## src/rtl/i2cm_pkg.sv

```systemverilog
`timescale 1ns/1ps
package i2cm_pkg;
  localparam int unsigned DW = 32;

  // word indices (byte offset / 4)
  localparam logic [4:0] A_CTRL  = 5'h00;
  localparam logic [4:0] A_FIFO  = 5'h01;
  localparam logic [4:0] A_SLAD  = 5'h03;
  localparam logic [4:0] A_TIM0  = 5'h04;
  localparam logic [4:0] A_ISTS  = 5'h08;
  localparam logic [4:0] A_IEN   = 5'h09;
  localparam logic [4:0] A_ICLR  = 5'h0A;
  localparam logic [4:0] A_STAT  = 5'h0B;
  localparam logic [4:0] A_RST   = 5'h0D;
  localparam logic [4:0] A_BMON  = 5'h0E;
  localparam logic [4:0] A_NF    = 5'h0F;
  localparam logic [4:0] A_TXB   = 5'h10;
  localparam logic [4:0] A_RXB   = 5'h11;
  localparam logic [4:0] A_TXM   = 5'h12;
  localparam logic [4:0] A_RXM   = 5'h13;
  localparam logic [4:0] A_BRST  = 5'h14;

  localparam int unsigned NTIM = 4;

  localparam int unsigned B_TE = 9;
  localparam int unsigned B_RB = 4;
  localparam int unsigned B_NA = 2;
  localparam int unsigned B_AL = 1;
  localparam logic [DW-1:0] IRQ_MASK = (32'd1 << B_TE) | (32'd1 << B_RB) |
                                       (32'd1 << B_NA) | (32'd1 << B_AL);
endpackage

```

## src/rtl/i2cm_fifo.sv

```systemverilog
`timescale 1ns/1ps
module i2cm_fifo #(
  parameter int unsigned W     = 8,
  parameter int unsigned DEPTH = 8
) (
  input  logic                         clk_i,
  input  logic                         rst_ni,
  input  logic                         flush_i,
  input  logic                         push_i,
  input  logic [W-1:0]                 wdata_i,
  input  logic                         pop_i,
  output logic [W-1:0]                 rdata_o,
  output logic [$clog2(DEPTH+1)-1:0]   count_o,
  output logic                         full_o,
  output logic                         empty_o
);
  localparam int unsigned AW = (DEPTH > 1) ? $clog2(DEPTH) : 1;
  localparam int unsigned CW = $clog2(DEPTH+1);

  logic [W-1:0]  mem_q [DEPTH];
  logic [AW-1:0] wr_q, rd_q;
  logic [CW-1:0] cnt_q;
  logic          do_push, do_pop;

  assign full_o  = (cnt_q == CW'(DEPTH));
  assign empty_o = (cnt_q == '0);
  assign do_push = push_i && !full_o && !flush_i;
  assign do_pop  = pop_i && !empty_o && !flush_i;
  assign rdata_o = empty_o ? '0 : mem_q[rd_q];
  assign count_o = cnt_q;

  function automatic logic [AW-1:0] nxt(input logic [AW-1:0] p);
    return (p == AW'(DEPTH-1)) ? '0 : p + AW'(1);
  endfunction

  always_ff @(posedge clk_i) begin
    if (do_push) mem_q[wr_q] <= wdata_i;
  end

  always_ff @(posedge clk_i or negedge rst_ni) begin
    if (!rst_ni) begin
      wr_q  <= '0;
      rd_q  <= '0;
      cnt_q <= '0;
    end else if (flush_i) begin
      wr_q  <= '0;
      rd_q  <= '0;
      cnt_q <= '0;
    end else begin
      if (do_push) wr_q <= nxt(wr_q);
      if (do_pop)  rd_q <= nxt(rd_q);
      case ({do_push, do_pop})
        2'b10:   cnt_q <= cnt_q + CW'(1);
        2'b01:   cnt_q <= cnt_q - CW'(1);
        default: cnt_q <= cnt_q;
      endcase
    end
  end

  AST_FIFO_BOUND: assert property (@(posedge clk_i) disable iff (!rst_ni)
    cnt_q <= CW'(DEPTH));
  AST_NO_OVERFLOW: assert property (@(posedge clk_i) disable iff (!rst_ni)
    full_o && push_i && !pop_i && !flush_i |=> full_o && $stable(wr_q));
  AST_FLUSH_EMPTY: assert property (@(posedge clk_i) disable iff (!rst_ni)
    flush_i |=> empty_o);
  AST_EMPTY_POP: assert property (@(posedge clk_i) disable iff (!rst_ni)
    empty_o && pop_i && !push_i && !flush_i |=> empty_o && $stable(rd_q));
endmodule

```

## src/rtl/i2cm_irq.sv

```systemverilog
`timescale 1ns/1ps
module i2cm_irq #(
  parameter int unsigned    DW   = 32,
  parameter logic [DW-1:0]  MASK = '1
) (
  input  logic          clk_i,
  input  logic          rst_ni,
  input  logic [DW-1:0] set_i,
  input  logic [DW-1:0] clr_i,
  input  logic          en_we_i,
  input  logic [DW-1:0] en_wdata_i,
  output logic [DW-1:0] sts_o,
  output logic [DW-1:0] en_o,
  output logic          irq_o
);
  logic [DW-1:0] sts_q, en_q;

  // set has priority over a same-cycle clear
  always_ff @(posedge clk_i or negedge rst_ni) begin
    if (!rst_ni) begin
      sts_q <= '0;
      en_q  <= '0;
    end else begin
      sts_q <= ((sts_q & ~clr_i) | set_i) & MASK;
      if (en_we_i) en_q <= en_wdata_i & MASK;
    end
  end

  assign sts_o = sts_q;
  assign en_o  = en_q;
  assign irq_o = |(sts_q & en_q);

  AST_STICKY: assert property (@(posedge clk_i) disable iff (!rst_ni)
    1'b1 |=> (($past(sts_q) & ~$past(clr_i) & ~sts_q) == '0));
  AST_SET_WINS: assert property (@(posedge clk_i) disable iff (!rst_ni)
    |(set_i & MASK) |=> ((sts_q & $past(set_i & MASK)) == $past(set_i & MASK)));
  AST_IRQ_MASKED: assert property (@(posedge clk_i) disable iff (!rst_ni)
    (en_q == '0) |-> !irq_o);
endmodule

```

## src/rtl/i2cm_regs.sv

```systemverilog
`timescale 1ns/1ps
module i2cm_regs
  import i2cm_pkg::*;
#(
  parameter int unsigned AW     = 7,
  parameter int unsigned TIM_W  = 16,
  parameter int unsigned CNT_W  = 16,
  parameter int unsigned NF_W   = 8,
  parameter int unsigned BM_W   = 8,
  parameter int unsigned SA_W   = 7,
  parameter int unsigned TX_W   = 9,
  parameter int unsigned RX_W   = 8,
  parameter int unsigned DEPTH  = 8
) (
  input  logic             clk_i,
  input  logic             rst_ni,
  input  logic             req_i,
  input  logic             we_i,
  input  logic [AW-1:0]    addr_i,
  input  logic [DW-1:0]    wdata_i,
  output logic [DW-1:0]    rdata_o,
  output logic             irq_o,
  output logic             master_o,
  output logic             start_o,
  output logic             stop_o,
  output logic             nack_o,
  output logic [SA_W-1:0]  slave_addr_o,
  output logic [TIM_W-1:0] cyc_o,
  output logic [TIM_W-1:0] low_o,
  output logic [TIM_W-1:0] rs_setup_o,
  output logic [TIM_W-1:0] dat_setup_o,
  output logic [NF_W-1:0]  noise_o,
  output logic [CNT_W-1:0] tx_bytes_o,
  output logic [CNT_W-1:0] rx_bytes_o,
  output logic             bus_rst_o,
  output logic             run_o,
  output logic             scl_free_o,
  input  logic             tx_pop_i,
  output logic [TX_W-1:0]  tx_data_o,
  output logic             tx_empty_o,
  input  logic             rx_push_i,
  input  logic [RX_W-1:0]  rx_data_i,
  output logic             rx_full_o,
  input  logic             rb_ev_i,
  input  logic             nack_ev_i,
  input  logic             al_ev_i,
  input  logic             dev_busy_i,
  input  logic             bus_busy_i,
  input  logic [CNT_W-1:0] tx_mon_i,
  input  logic [CNT_W-1:0] rx_mon_i
);
  localparam int unsigned CW = $clog2(DEPTH+1);

  logic [4:0]       idx;
  logic             wr, rd;
  logic             mst_q, nack_q, start_q, stop_q, bus_rst_q, run_q, scl_q;
  logic [SA_W-1:0]  slad_q;
  logic [TIM_W-1:0] tim_q [NTIM];
  logic [NF_W-1:0]  nf_q;
  logic [BM_W-1:0]  bm_q;
  logic [CNT_W-1:0] txb_q, rxb_q;

  logic             tx_flush, rx_flush, tx_push, rx_pop;
  logic [CW-1:0]    tx_cnt, rx_cnt;
  logic             tx_full, rx_empty;
  logic [RX_W-1:0]  rx_head;
  logic [DW-1:0]    irq_set, irq_clr, sts, ien, stat;

  assign idx = addr_i[6:2];
  assign wr  = req_i && we_i;
  assign rd  = req_i && !we_i;

  assign tx_push  = wr && (idx == A_FIFO);
  assign rx_pop   = rd && (idx == A_FIFO);
  assign tx_flush = wr && (idx == A_RST) && wdata_i[2];
  assign rx_flush = wr && (idx == A_RST) && wdata_i[1];

  i2cm_fifo #(.W(TX_W), .DEPTH(DEPTH)) u_txq (
    .clk_i   (clk_i),
    .rst_ni  (rst_ni),
    .flush_i (tx_flush),
    .push_i  (tx_push),
    .wdata_i (wdata_i[TX_W-1:0]),
    .pop_i   (tx_pop_i),
    .rdata_o (tx_data_o),
    .count_o (tx_cnt),
    .full_o  (tx_full),
    .empty_o (tx_empty_o)
  );

  i2cm_fifo #(.W(RX_W), .DEPTH(DEPTH)) u_rxq (
    .clk_i   (clk_i),
    .rst_ni  (rst_ni),
    .flush_i (rx_flush),
    .push_i  (rx_push_i),
    .wdata_i (rx_data_i),
    .pop_i   (rx_pop),
    .rdata_o (rx_head),
    .count_o (rx_cnt),
    .full_o  (rx_full_o),
    .empty_o (rx_empty)
  );

  // TE fires when the engine takes the final queued entry
  always_comb begin
    irq_set       = '0;
    irq_set[B_TE] = tx_pop_i && (tx_cnt == CW'(1)) && !tx_flush;
    irq_set[B_RB] = rb_ev_i;
    irq_set[B_NA] = nack_ev_i;
    irq_set[B_AL] = al_ev_i;
  end
  assign irq_clr = (wr && (idx == A_ICLR)) ? wdata_i : '0;

  i2cm_irq #(.DW(DW), .MASK(IRQ_MASK)) u_irq (
    .clk_i      (clk_i),
    .rst_ni     (rst_ni),
    .set_i      (irq_set),
    .clr_i      (irq_clr),
    .en_we_i    (wr && (idx == A_IEN)),
    .en_wdata_i (wdata_i),
    .sts_o      (sts),
    .en_o       (ien),
    .irq_o      (irq_o)
  );

  always_ff @(posedge clk_i or negedge rst_ni) begin
    if (!rst_ni) begin
      mst_q     <= 1'b0;
      nack_q    <= 1'b0;
      start_q   <= 1'b0;
      stop_q    <= 1'b0;
      bus_rst_q <= 1'b0;
      run_q     <= 1'b0;
      scl_q     <= 1'b0;
      slad_q    <= '0;
      nf_q      <= '0;
      bm_q      <= '0;
      txb_q     <= '0;
      rxb_q     <= '0;
    end else begin
      start_q   <= wr && (idx == A_CTRL) && wdata_i[2];
      stop_q    <= wr && (idx == A_CTRL) && wdata_i[1];
      bus_rst_q <= wr && (idx == A_RST) && wdata_i[0];
      if (wr) begin
        case (idx)
          A_CTRL: begin
            mst_q  <= wdata_i[3];
            nack_q <= wdata_i[0];
          end
          A_SLAD: slad_q <= wdata_i[SA_W-1:0];
          A_NF:   nf_q   <= wdata_i[NF_W-1:0];
          A_BMON: bm_q   <= wdata_i[BM_W-1:0];
          A_TXB:  txb_q  <= wdata_i[CNT_W-1:0];
          A_RXB:  rxb_q  <= wdata_i[CNT_W-1:0];
          A_BRST: begin
            run_q <= wdata_i[1];
            scl_q <= wdata_i[0];
          end
          default: ;
        endcase
      end
    end
  end

  // timing registers, locked while normal operation is on
  for (genvar i = 0; i < NTIM; i++) begin : g_tim
    always_ff @(posedge clk_i or negedge rst_ni) begin
      if (!rst_ni)
        tim_q[i] <= '0;
      else if (wr && !run_q && (idx == A_TIM0 + 5'(i)))
        tim_q[i] <= wdata_i[TIM_W-1:0];
    end

    AST_TIM_LOCK: assert property (@(posedge clk_i) disable iff (!rst_ni)
      run_q |=> $stable(tim_q[i]));
  end

  always_comb begin
    stat     = '0;
    stat[12] = dev_busy_i;
    stat[8]  = bus_busy_i;
    stat[3]  = rx_full_o;
    stat[2]  = !rx_empty;
    stat[1]  = !tx_full;
    stat[0]  = tx_empty_o;
  end

  always_comb begin
    rdata_o = '0;
    if (rd) begin
      case (idx)
        A_CTRL:      rdata_o = DW'({mst_q, 2'b00, nack_q});
        A_FIFO:      rdata_o = DW'(rx_head);
        A_SLAD:      rdata_o = DW'(slad_q);
        A_TIM0:      rdata_o = DW'(tim_q[0]);
        A_TIM0 + 1:  rdata_o = DW'(tim_q[1]);
        A_TIM0 + 2:  rdata_o = DW'(tim_q[2]);
        A_TIM0 + 3:  rdata_o = DW'(tim_q[3]);
        A_ISTS:      rdata_o = sts;
        A_IEN:       rdata_o = ien;
        A_STAT:      rdata_o = stat;
        A_BMON:      rdata_o = DW'(bm_q);
        A_NF:        rdata_o = DW'(nf_q);
        A_TXB:       rdata_o = DW'(txb_q);
        A_RXB:       rdata_o = DW'(rxb_q);
        A_TXM:       rdata_o = DW'(tx_mon_i);
        A_RXM:       rdata_o = DW'(rx_mon_i);
        A_BRST:      rdata_o = DW'({run_q, scl_q});
        default:     rdata_o = '0;
      endcase
    end
  end

  assign master_o     = mst_q;
  assign nack_o       = nack_q;
  assign start_o      = start_q;
  assign stop_o       = stop_q;
  assign bus_rst_o    = bus_rst_q;
  assign run_o        = run_q;
  assign scl_free_o   = scl_q;
  assign slave_addr_o = slad_q;
  assign cyc_o        = tim_q[0];
  assign low_o        = tim_q[1];
  assign rs_setup_o   = tim_q[2];
  assign dat_setup_o  = tim_q[3];
  assign noise_o      = nf_q;
  assign tx_bytes_o   = txb_q;
  assign rx_bytes_o   = rxb_q;

  AST_START_PULSE: assert property (@(posedge clk_i) disable iff (!rst_ni)
    start_o |=> !start_o);
  AST_STOP_PULSE: assert property (@(posedge clk_i) disable iff (!rst_ni)
    stop_o |=> !stop_o);
  AST_BUS_RST_PULSE: assert property (@(posedge clk_i) disable iff (!rst_ni)
    bus_rst_o |=> !bus_rst_o);
  AST_RX_EMPTY_ZERO: assert property (@(posedge clk_i) disable iff (!rst_ni)
    rx_pop && rx_empty |-> rdata_o == '0);
endmodule

```

## config.mk

```make
export PLATFORM = sky130hd
export DESIGN_NAME = i2cm_regs
export DESIGN_NICKNAME = d
export VERILOG_FILES = /design/src/rtl/i2cm_pkg.sv /design/src/rtl/i2cm_fifo.sv /design/src/rtl/i2cm_irq.sv /design/src/rtl/i2cm_regs.sv
export SDC_FILE = /design/constraint.sdc
export NUM_CORES = 1
export LEC_CHECK = 0
export ABC_AREA = 1
export BUFFER_PORTS_ARGS = -buffer_cell sky130_fd_sc_hd__buf_4
export CORE_MARGIN = 5
export CORE_UTILIZATION = 40
export CTS_BUF_LIST = sky130_fd_sc_hd__clkbuf_16
export DETAILED_ROUTE_END_ITERATION = 12
export SLEW_MARGIN = 5
export SYNTH_ARGS = -nofsm -noshare
export SYNTH_HDL_FRONTEND = slang
export SYNTH_SLANG_ARGS = --single-unit
```

## constraint.sdc

```tcl
create_clock -name clk_i -period 5.05 [get_ports clk_i]
set_input_delay 0.505 -clock clk_i [delete_from_list [all_inputs] [get_ports clk_i]]
set_output_delay 0.505 -clock clk_i [all_outputs]
set_load 0.02 [all_outputs]
```

# After elaboration in Yosys (flattened, before gate mapping)
# Memories as Yosys holds them, arrays and structs flattened.
# Cells that the tools add are included.
[word_totals]
ff_bits = 154
n_memories = 2
out_inout_bits = 162
mem_bits_rw = 136
rom_bits = 0
latch_bits = 0
elab_cells = 145
[op_classes]
magnitude_cmp = 0
eq_ne = 29
add_sub_neg = 8
n_bitwise = 4
n_shift = 0
n_reduce_logical = 53
mul = 0
mux = 25
n_div = 0
[mem_list]
columns = ["name", "words", "word_bits", "rd", "rd_ports_with_merged_regs", "write_ports", "line", "source"]
rows = [
  ["u_txq.mem_q", 8, 9, 1, 0, 1, "i2cm_fifo.sv:20", "logic [W-1:0] mem_q [DEPTH];"],
  ["u_rxq.mem_q", 8, 8, 1, 0, 1, "i2cm_fifo.sv:20", ""],
]
[op_table]
columns = ["cell", "count"]
rows = [
  ["case mux 16 bit (17 select lines)", 1],
  ["two-way mux 3 bit", 12],
  ["equality test 5 x 4 -> 1 bit (second input constant)", 7],
  ["OR reduction 32 bit", 1],
  ["logical AND 1 bit", 28],
  ["equality test 5 bit (second input constant)", 5],
  ["AND 10 bit", 2],
  ["equality test 5 x 3 -> 1 bit (second input constant)", 4],
  ["two-way mux 16 bit", 1],
  ["case mux 4 bit (2 select lines)", 2],
  ["AND reduction 2 bit", 7],
  ["adder 3 x 1 -> 3 bit (second input constant)", 4],
  ["equality test 3 bit (second input constant)", 4],
  ["two-way mux 10 bit", 1],
  ["NOT 10 bit", 1],
  ["bitwise OR 10 bit", 1],
  ["two-way mux 9 bit", 1],
  ["adder 4 x 1 -> 4 bit (second input constant)", 2],
  ["equality test 4 bit (second input constant)", 2],
  ["logical NOT 1 bit", 8],
  ["logical NOT 4 bit", 2],
  ["two-way mux 4 bit", 2],
  ["two-way mux 8 bit", 1],
  ["nonzero test 2 bit", 4],
  ["9 further kinds", 16],
]

# Longest topological paths before layout
# Gate-level depths: netlist of the first run.
[logic_depth]
depth_word = 8
depth_mapped = 14
ltp_nobuf = 14

# Modules after synthesis
# From an unflattened synthesis of the first run, not the netlist that was laid out.
[hier_totals]
cells_unflattened = 1732
hier_area_um2 = 14640.3
[by_module_without_submodules]
columns = ["module", "n_inst", "cells_each", "area_per_inst_um2"]
rows = [
  ["i2cm_regs", 1, 1059, 7160.6],
  ["i2cm_fifo at u_txq", 1, 302, 3528.4],
  ["i2cm_fifo at u_rxq", 1, 277, 3198.1],
  ["i2cm_irq", 1, 94, 753.2],
]

# Worst setup path before layout of the first run
# Ideal clock, no wire load.
[synth_path]
path_kind = "reg2out"
start = "register u_txq.cnt_q[0] (netlist: u_txq.count_o[0])"
end = "output port rdata_o[0]"
arrival_ps = 1951
n_path_buf = 0
setup_slack_ps = 2594
path_stages_with_launch = 11
cell_sequence = "dfrtp_1 inv_1 ha_1 nand2_1 nor2_1 inv_1 o21ai_0 nor2_1 nand2_1 nor2_1 a21oi_1"
[synth_between]
elab_chain_len = 3
[synth_lines]
columns = ["item", "line", "source"]
rows = [
  ["from (decl)", "i2cm_fifo.sv:22", "logic [CW-1:0] cnt_q;"],
  ["from (signal assigned)", "i2cm_fifo.sv:53", "2'b10: cnt_q <= cnt_q + CW'(1);"],
  ["from (signal assigned)", "i2cm_fifo.sv:54", "2'b01: cnt_q <= cnt_q - CW'(1);"],
  ["from (signal assigned)", "i2cm_fifo.sv:55", "default: cnt_q <= cnt_q;"],
  ["logical NOT 4 bit", "i2cm_fifo.sv:26", "assign empty_o = (cnt_q == '0);"],
  ["named net tx_empty_o", "i2cm_regs.sv:40", "output logic tx_empty_o,"],
  ["case mux 16 bit (17 select lines)", "i2cm_regs.sv:191", "case (idx)"],
  ["two-way mux 16 bit", "i2cm_regs.sv:190", "if (rd) begin"],
  ["to (decl)", "i2cm_regs.sv:21", "output logic [DW-1:0] rdata_o,"],
]
# The timed path passes the listed nets, and every way through them passes these cells.

# Worst setup path after layout of the first run
[layout_path]
start = "register u_txq.cnt_q[0] (netlist: u_txq.count_o[0])"
end = "output port rdata_o[0]"
[layout_between]
elab_chain_len = 3
[layout_lines]
columns = ["item", "line"]
rows = [
  ["logical NOT 4 bit", "i2cm_fifo.sv:26"],
  ["case mux 16 bit (17 select lines)", "i2cm_regs.sv:191"],
  ["two-way mux 16 bit", "i2cm_regs.sv:190"],
]
# Every way passes these cells.

==> metrics.csv, run 1 <==
stage;metric;value;unit
drt;routedWlPerCell;21.2;um
power_and_ir_drop;p_leak;0.00701;uW
sta;fin_crit_sh;0.667;
power_and_ir_drop;max-vdd-ir-drop;0.282;mV
sta;max_freq;297;MHz
sta;fin_setup_tns;0;ps
synth;syn_area_per_cell;9.38;um2
sta;hold_ws;137;ps
floorplan;start_util;0.407;
sta;finalHoldViolCount;0;
grt;global_route.usage.total;0.227;
floorplan;pin_count;252;
grt;overflow;0;
synth;ys_ff_latch;290;
placement;dp_slack;1730;ps
synth;synthArstFlopShare;0.531;
layout;area_growth;22.3;%
drt;postRouteAntennaNets;0;
drt;vias_per_cell;5.37;
setup_path;crit_slowest_cell;dfrtp_1;
setup_path;crit_path_max_fanout;10;
clock_network;cts_made_buffers;31;
synth;yosys_warnings;0;
min_path;whs_path_depth;3;
clock_network;clkTransAtPathRegs;60;ps
synth;synth_edf_count;136;
synth;synthFlopType;dfrtp_1;
synth;synthDistinctLibCells;37;
grt;grt_pass1_vias;10300;
drt;wl;42500;um
grt;grt_pass1_wl;62600;um
synth;synth_top_area_share;0.316;
clock_network;ctsHtreeMaxLevel;1;
layout;nets;1683;
synth;synth_xor_area_frac;0.00271;
power_and_ir_drop;power;6910;uW
floorplan;die_h;190;um
layout;drive_above_1_share;0.187;
setup_path;end_kind;primary output;
placement;dpl-instance-area;0.0149;mm2
clock_network;postCtsSetupBuffers;0;
flow_run;maxCapViolCount;0;
setup_path;cp_common_cell;nor2_1;
sta;finalWorstSetupSlack;1680;ps
setup_path;critPathMaxStageDelay;430;ps
synth;syn_area;0.0129;mm2
sta;rsz0062_at_grt;false;
setup_path;crit_chain;inv_1, ha_1, nand2_1, nor2_1, inv_1, o21ai_0, nor2_1, nand2_1, nor2_1, a21oi_1, buf_4;
floorplan;fp-row-count;65;
setup_path;r2r_cells;7;
clock_network;clockBufferDepth;3;
placement;portBuffers;217;
sta;tightest_slew;1180;ps
drt;drt_iter0_markers;765;
drt;drc_errors;0;
clock_network;cts_resized;0;
synth;yosys.area_share.simple;0.192;
clock_network;cts.sinks;290;
synth;synth.area.mux_share;0.000775;
sta;relSlewSlack;0.215;
run_status;status;finished clean;
synth;synthCells;1376;
layout;final_cell_area;0.0158;mm2
clock_network;clk_latency;570;ps
synth;synth_top_cell_by_area;edfxtp_1;
floorplan;dieArea;0.0360;mm2
power_and_ir_drop;powerDensity;438;mW/mm2
synth;yosys-top-cells-area;edfxtp_1 32%, dfrtp_1 30%, nand2_1 11%, o21ai_0 8.8%, nor2_1 4.5%;
synth;synthAdderAreaFrac;0.0126;
synth;synth_compound_area_frac;0.127;
placement;finalWeightedCongestion;0.889;
drt;vias;10800;
setup_path;start_kind;register;
setup_path;critical_path_arrival;2860;ps
grt;grt_start_max_net_pins;54;
clock_network;hold_buffers;1;
sta;drv_slew;0;
placement;dpl.hpwl;29600;um
clock_network;tritoncts;done;
grt;antenna_found_initial;2;
clock_network;cts_root_buffer;clkbuf_16;
synth;seq_area_frac_synth;0.615;
floorplan;die_w;190;um
floorplan;coreArea;0.0317;mm2
sta;min_period;3370;ps
sta;skew;7.26;ps
min_path;hp-class;in2reg;
sta;setup_violations;0;
synth;synth_top_family_by_area;simple AND/OR/NAND/NOR gates;
drt;firstDrtPassIters;7;
setup_path;critPathRequiredTime;4550;ps
setup_path;critical_path_class;reg2out;
path summary, 6_finish.rpt:
kind | slack [ps] | end | start
min in group asynchronous | 430 | dat_setup_o[13]$_DFFE_PN0P_ | rst_ni
max in group asynchronous | 3480 | cyc_o[7]$_DFFE_PN0P_ | rst_ni
worst min register to register | 490 | bm_q[2]$_DFFE_PN0P_ | bm_q[2]$_DFFE_PN0P_
worst min-delay path | 140 | u_irq.sts_o[1]$_DFF_PN0_ | al_ev_i
worst max register to register | 2330 | u_txq.mem_q[0][6]$_DFFE_PP_ | u_txq.count_o[0]$_DFFE_PN0P_
worst max-delay path | 1680 | rdata_o[0] | u_txq.count_o[0]$_DFFE_PN0P_
registers in the layout, indices dropped and copies added (netlist names), 16 cells and up:
signal	count
cyc_o	16
u_rxq.mem_q	64
rx_bytes_o	16
u_txq.mem_q	72
rs_setup_o	16
tx_bytes_o	16
dat_setup_o	16
low_o	16
cell usage after synthesis, drive strengths merged, types with 2 or more instances:
library cell and count:
a21oi 20, ha 13, o22ai 14, nand4 9, buf 28, a22o 4, a31oi 10, nand2 386
o2111a 2, dfrtp 154, clkbuf 44, a221oi 4, edfxtp 136, inv 73, nand3 41, o211ai 14
clkinv 3, o31ai 2, xnor2 2, xor2 2, a211oi 3, nor3 9, o21ai 229, nor2 169
per-layer routing:
metal  up-vias  track usage  part of all wire
met5         -            0                 0
met4         0       0.0799             0.036
met3        83       0.0622             0.089
met2       438        0.359              0.46
met1      5223        0.303              0.41
li1       5018            -                 -
layout by cell type, fill, tap and decap left out, drive strengths merged, types with 9 or more instances in the layout:
master / count
a21oi: 20
a31oi: 10
o21ai: 229
nor3: 9
nand3: 41
buf: 227
o211ai: 14
ha: 13
o22ai: 14
nand2: 386
nand4: 9
clkinv: 19
nor2: 169
dfrtp: 154
clkbuf: 31
inv: 80
conb: 16
edfxtp: 136
critical path, delay by kind of cell (launching register included):
family,cells,cell delay [ps]
simple gates,5,620
compound gates,2,350
buf+inv,3,650
flops,1,430
fa+ha+maj,1,240
metrics by stage:
stage | instances | util
2_1_floorplan | 1391 | -
3_3_place_gp | 1948 | 0.469
3_5_place_dp | 1948 | 0.469
4_1_cts | 2004 | 0.498
5_1_grt | 2005 | 0.498
6_report | 2005 | 0.498
logic make-up after synthesis:
kind of cell	after synthesis
xor gates and xnor gates	4
and+or+nand+nor	616
buffers and inverters	148
other	1
DFF	290
muxes	1
AOI/OAI and AO/OA	303
adders and majority gates	13
final cells by class:
cell class,count,area [um2]
diodes,1,2.50
clock buffers,31,776
clock inverters,24,128
fillers,3044,15900
inverters,76,285
multi-input cells,953,4430
flip-flops and latches,290,7940
well taps,402,503
repair buffers,228,1720
where the power goes:
group	leakage [uW]	internal (uW)	switching, uW
clock network	0.000469	1150	926
logic	0.00329	646	1170
registers	0.00324	2760	256
total	0.00701	4560	2350
Power figures use the tool's default switching activity.
==> inputs of run 2 (changes only) <==
--- a/config.mk
+++ b/config.mk
@@ -5,7 +5,7 @@
 export SDC_FILE = /design/constraint.sdc
 export NUM_CORES = 1
 export LEC_CHECK = 0
-export ABC_AREA = 1
+export ABC_AREA = 0
 export BUFFER_PORTS_ARGS = -buffer_cell sky130_fd_sc_hd__buf_4
 export CORE_MARGIN = 5
 export CORE_UTILIZATION = 40
==> constraint.sdc (replaced) <==
create_clock -name clk_i -period 3.1 [get_ports clk_i]
set_input_delay 0.31 -clock clk_i [delete_from_list [all_inputs] [get_ports clk_i]]
set_output_delay 0.31 -clock clk_i [all_outputs]
set_load 0.02 [all_outputs]
==> metrics.csv, run 2 <==
stage;metric;value;unit
run_status;status;finished clean;
setup_path;r2r_cells;9;
setup_path;crit_path_max_fanout;6;
clock_network;tritoncts;done;
floorplan;die_w;192;um
sta;relSlewSlack;0.467;
floorplan;fp-row-count;66;
synth;syn_area;0.0132;mm2
grt;grt_pass1_wl;58800;um
setup_path;critPathRequiredTime;2790;ps
synth;synthFlopType;dfrtp_1;
layout;multi_input_area;0.00493;mm2
grt;antenna_found_initial;3;
synth;synthArstFlopShare;0.531;
floorplan;start_util;0.405;
drt;routedWlPerCell;23.7;um
synth;syn_area_per_cell;14.6;um2
grt;global_route.usage.total;0.210;
clock_network;clkTransAtPathRegs;60;ps
layout;final_util;0.513;
power_and_ir_drop;max-vdd-ir-drop;0.430;mV
layout;final_cell_mix;281 x buf_4, 153 x dfrtp_1, 136 x edfxtp_1, 134 x mux2_2, 56 x nor2_1;
power_and_ir_drop;swShare;0.299;
min_path;min_to;rs_setup_o[11]$_DFFE_PN0P_;
layout;area_growth;26.7;%
clock_network;cts.sinks;290;
sta;rsz0062_at_grt;false;
synth;synthDistinctLibCells;72;
layout;drive_above_1_share;0.429;
clock_network;cts_made_buffers;31;
setup_path;reg2reg_to;u_rxq.count_o[2]$_DFFE_PN0P_;
floorplan;dieArea;0.0367;mm2
power_and_ir_drop;pwr-share-comb;0.242;
layout;regMostFlops;u_txq.mem_q;
sta;max_freq;339;MHz
sta;drv_slew;0;
grt;grt_pass1_vias;9256;
clock_network;postCtsSetupBuffers;0;
sta;fin_setup_tns;0;ps
sta;fin_crit_sh;0.952;
synth;ys_ff_latch;290;
drt;drc_errors;0;
drt;drt_iter0_markers;698;
sta;setup_violations;0;
power_and_ir_drop;clock_power_share;0.317;
min_path;hp-class;in2reg;
drt;vias_per_cell;5.52;
grt;grt_start_max_net_pins;77;
setup_path;start_kind;register;
placement;finalWeightedCongestion;0.842;
layout;nets;1280;
setup_path;worstReg2RegStart;u_rxq.count_o[1]$_DFFE_PN0P_;
synth;synth_top_area_share;0.310;
sta;finalHoldViolCount;0;
layout;fill_cells;2882;
min_path;hp-start;wdata_i[11];
power_and_ir_drop;power;11200;uW
synth;synth_top_cell_by_area;edfxtp_1;
sta;tightest_slew;793;ps
layout;final_common_cell;buf_4;
drt;vias;9084;
setup_path;critical_path_class;reg2out;
floorplan;coreArea;0.0325;mm2
synth;synth_common_cells;154 x dfrtp_1, 136 x edfxtp_1, 134 x mux2_2;
power_and_ir_drop;p_sw;3330;uW
synth;synth.most_common_cell;dfrtp_1;
floorplan;die_h;192;um
flow_run;maxCapViolCount;0;
clock_network;clk_latency;560;ps
min_path;whs_path_depth;2;
power_and_ir_drop;power_frac_seq;0.441;
clock_network;cts_root_buffer;clkbuf_16;
synth;yosys-top-cells-area;edfxtp_1 31%, dfrtp_1 29%, mux2_2 11%, mux4_2 5.8%, mux2i_1 2.1%;
layout;seq_area;0.00794;mm2
power_and_ir_drop;power.internal;7820;uW
drt;wl;39100;um
synth;synth_edf_count;136;
power_and_ir_drop;p_leak;0.00695;uW
drt;postRouteAntennaNets;0;
placement;portBuffers;217;
layout;largest_reg_flops;72;
synth;seq_area_frac_synth;0.602;
clock_network;clockBufferDepth;3;
placement;dpl.hpwl;28400;um
sta;skew;26.5;ps
sta;min_period;2950;ps
setup_path;critical_path_arrival;2640;ps
sta;hold_ws;22.9;ps
layout;reg_top3;u_txq.mem_q (72), u_rxq.mem_q (64);
grt;overflow;0;
floorplan;pin_count;252;
setup_path;r2r_setup_slack;380;ps
synth;yosys_warnings;0;
clock_network;ctsHtreeMaxLevel;1;
setup_path;end_kind;primary output;
synth;synthCells;902;
drt;firstDrtPassIters;7;
power_and_ir_drop;powerDensity;668;mW/mm2
==> run 2: per-layer routing <==
layer / vias up / GRT usage / share of wire
met5: - / 0 / 0.00051
met4: 2 / 0.0616 / 0.029
met3: 63 / 0.0376 / 0.063
met2: 332 / 0.322 / 0.47
met1: 4652 / 0.309 / 0.44
li1: 4035 / - / -
==> run 2: layout make-up <==
| type | instances | area share |
|---|---|---|
| timing repair buffer | 296 | 0.137 |
| multi-input combinational | 553 | 0.295 |
| antenna | 2 | 0.000300 |
| sequential | 290 | 0.475 |
| inverter | 5 | 0.00112 |
| clock inverter | 27 | 0.0120 |
| tap | 442 | 0.0331 |
| clock buffer | 31 | 0.0464 |
==> run 2: worst max path at each step <==
stage | startpoint | end | slack [ps]
4_1_cts | u_rxq.rd_q[1]$_DFFE_PN0P_ | rdata_o[4] | 20
6_report | u_txq.count_o[0]$_DFFE_PN0P_ | rdata_o[1] | 150
5_1_grt | u_rxq.rd_q[1]$_DFFE_PN0P_ | rdata_o[4] | 70
2_1_floorplan | addr_i[3] | u_txq.mem_q[0][0]$_DFFE_PP_ | 490
3_3_place_gp | addr_i[5] | u_rxq.count_o[2]$_DFFE_PN0P_ | 390
3_5_place_dp | addr_i[5] | u_rxq.count_o[2]$_DFFE_PN0P_ | 310
==> run 2: kinds of logic (layout without fill, tap and decap cells) <==
kind of cell             after synthesis  in the layout  synth area share
adder cells (fa/ha/maj)               13             13            0.0123
buffers and inverters                 74            359            0.0294
AND/OR/NAND/NOR                      196            196            0.0848
multiplexers                         198            198             0.196
other                                  1             18          0.000284
XOR/XNOR                               4              4           0.00323
AO/OA/AOI/OAI                        126            126            0.0722
flip-flops                           290            290             0.602
==> run 2: stage by stage <==
stage	cells	setup slack (ps)	cell area, um2
2_1_floorplan	917	490	13200
3_3_place_gp	1574	388	15600
3_5_place_dp	1574	306	15600
4_1_cts	1644	19.6	16700
5_1_grt	1646	66.8	16700
6_report	1646	150	16700
==> run 2: worst max-delay path, stage by stage, from the launching register on <==
cell and delay [ps]:
dfrtp_1 460, inv_1 70, ha_1 230, and3b_1 250, nor3_1 330, a221oi_1 100
and3_1 180, a41oi_1 260, buf_4 210
==> run 2: power groups by stage <==
| stage | Sequential [uW] | Clock (uW) | Combinational [uW] |
|---|---|---|---|
| 6_report | 4920 | 3540 | 2700 |
| 3_3_place_gp | 4970 | 0 | 2680 |
| 4_1_cts | 4910 | 3620 | 2730 |
| 3_5_place_dp | 4980 | 0 | 2720 |
| 2_1_floorplan | 5040 | 0 | 1490 |
| 5_1_grt | 4980 | 3790 | 2920 |
==> run 2: what timing repair did <==
action	CTS	global route
hold endpoints to repair	124	0
gates resized for setup	0	1
hold buffers	12	0
setup endpoints to repair	0	1
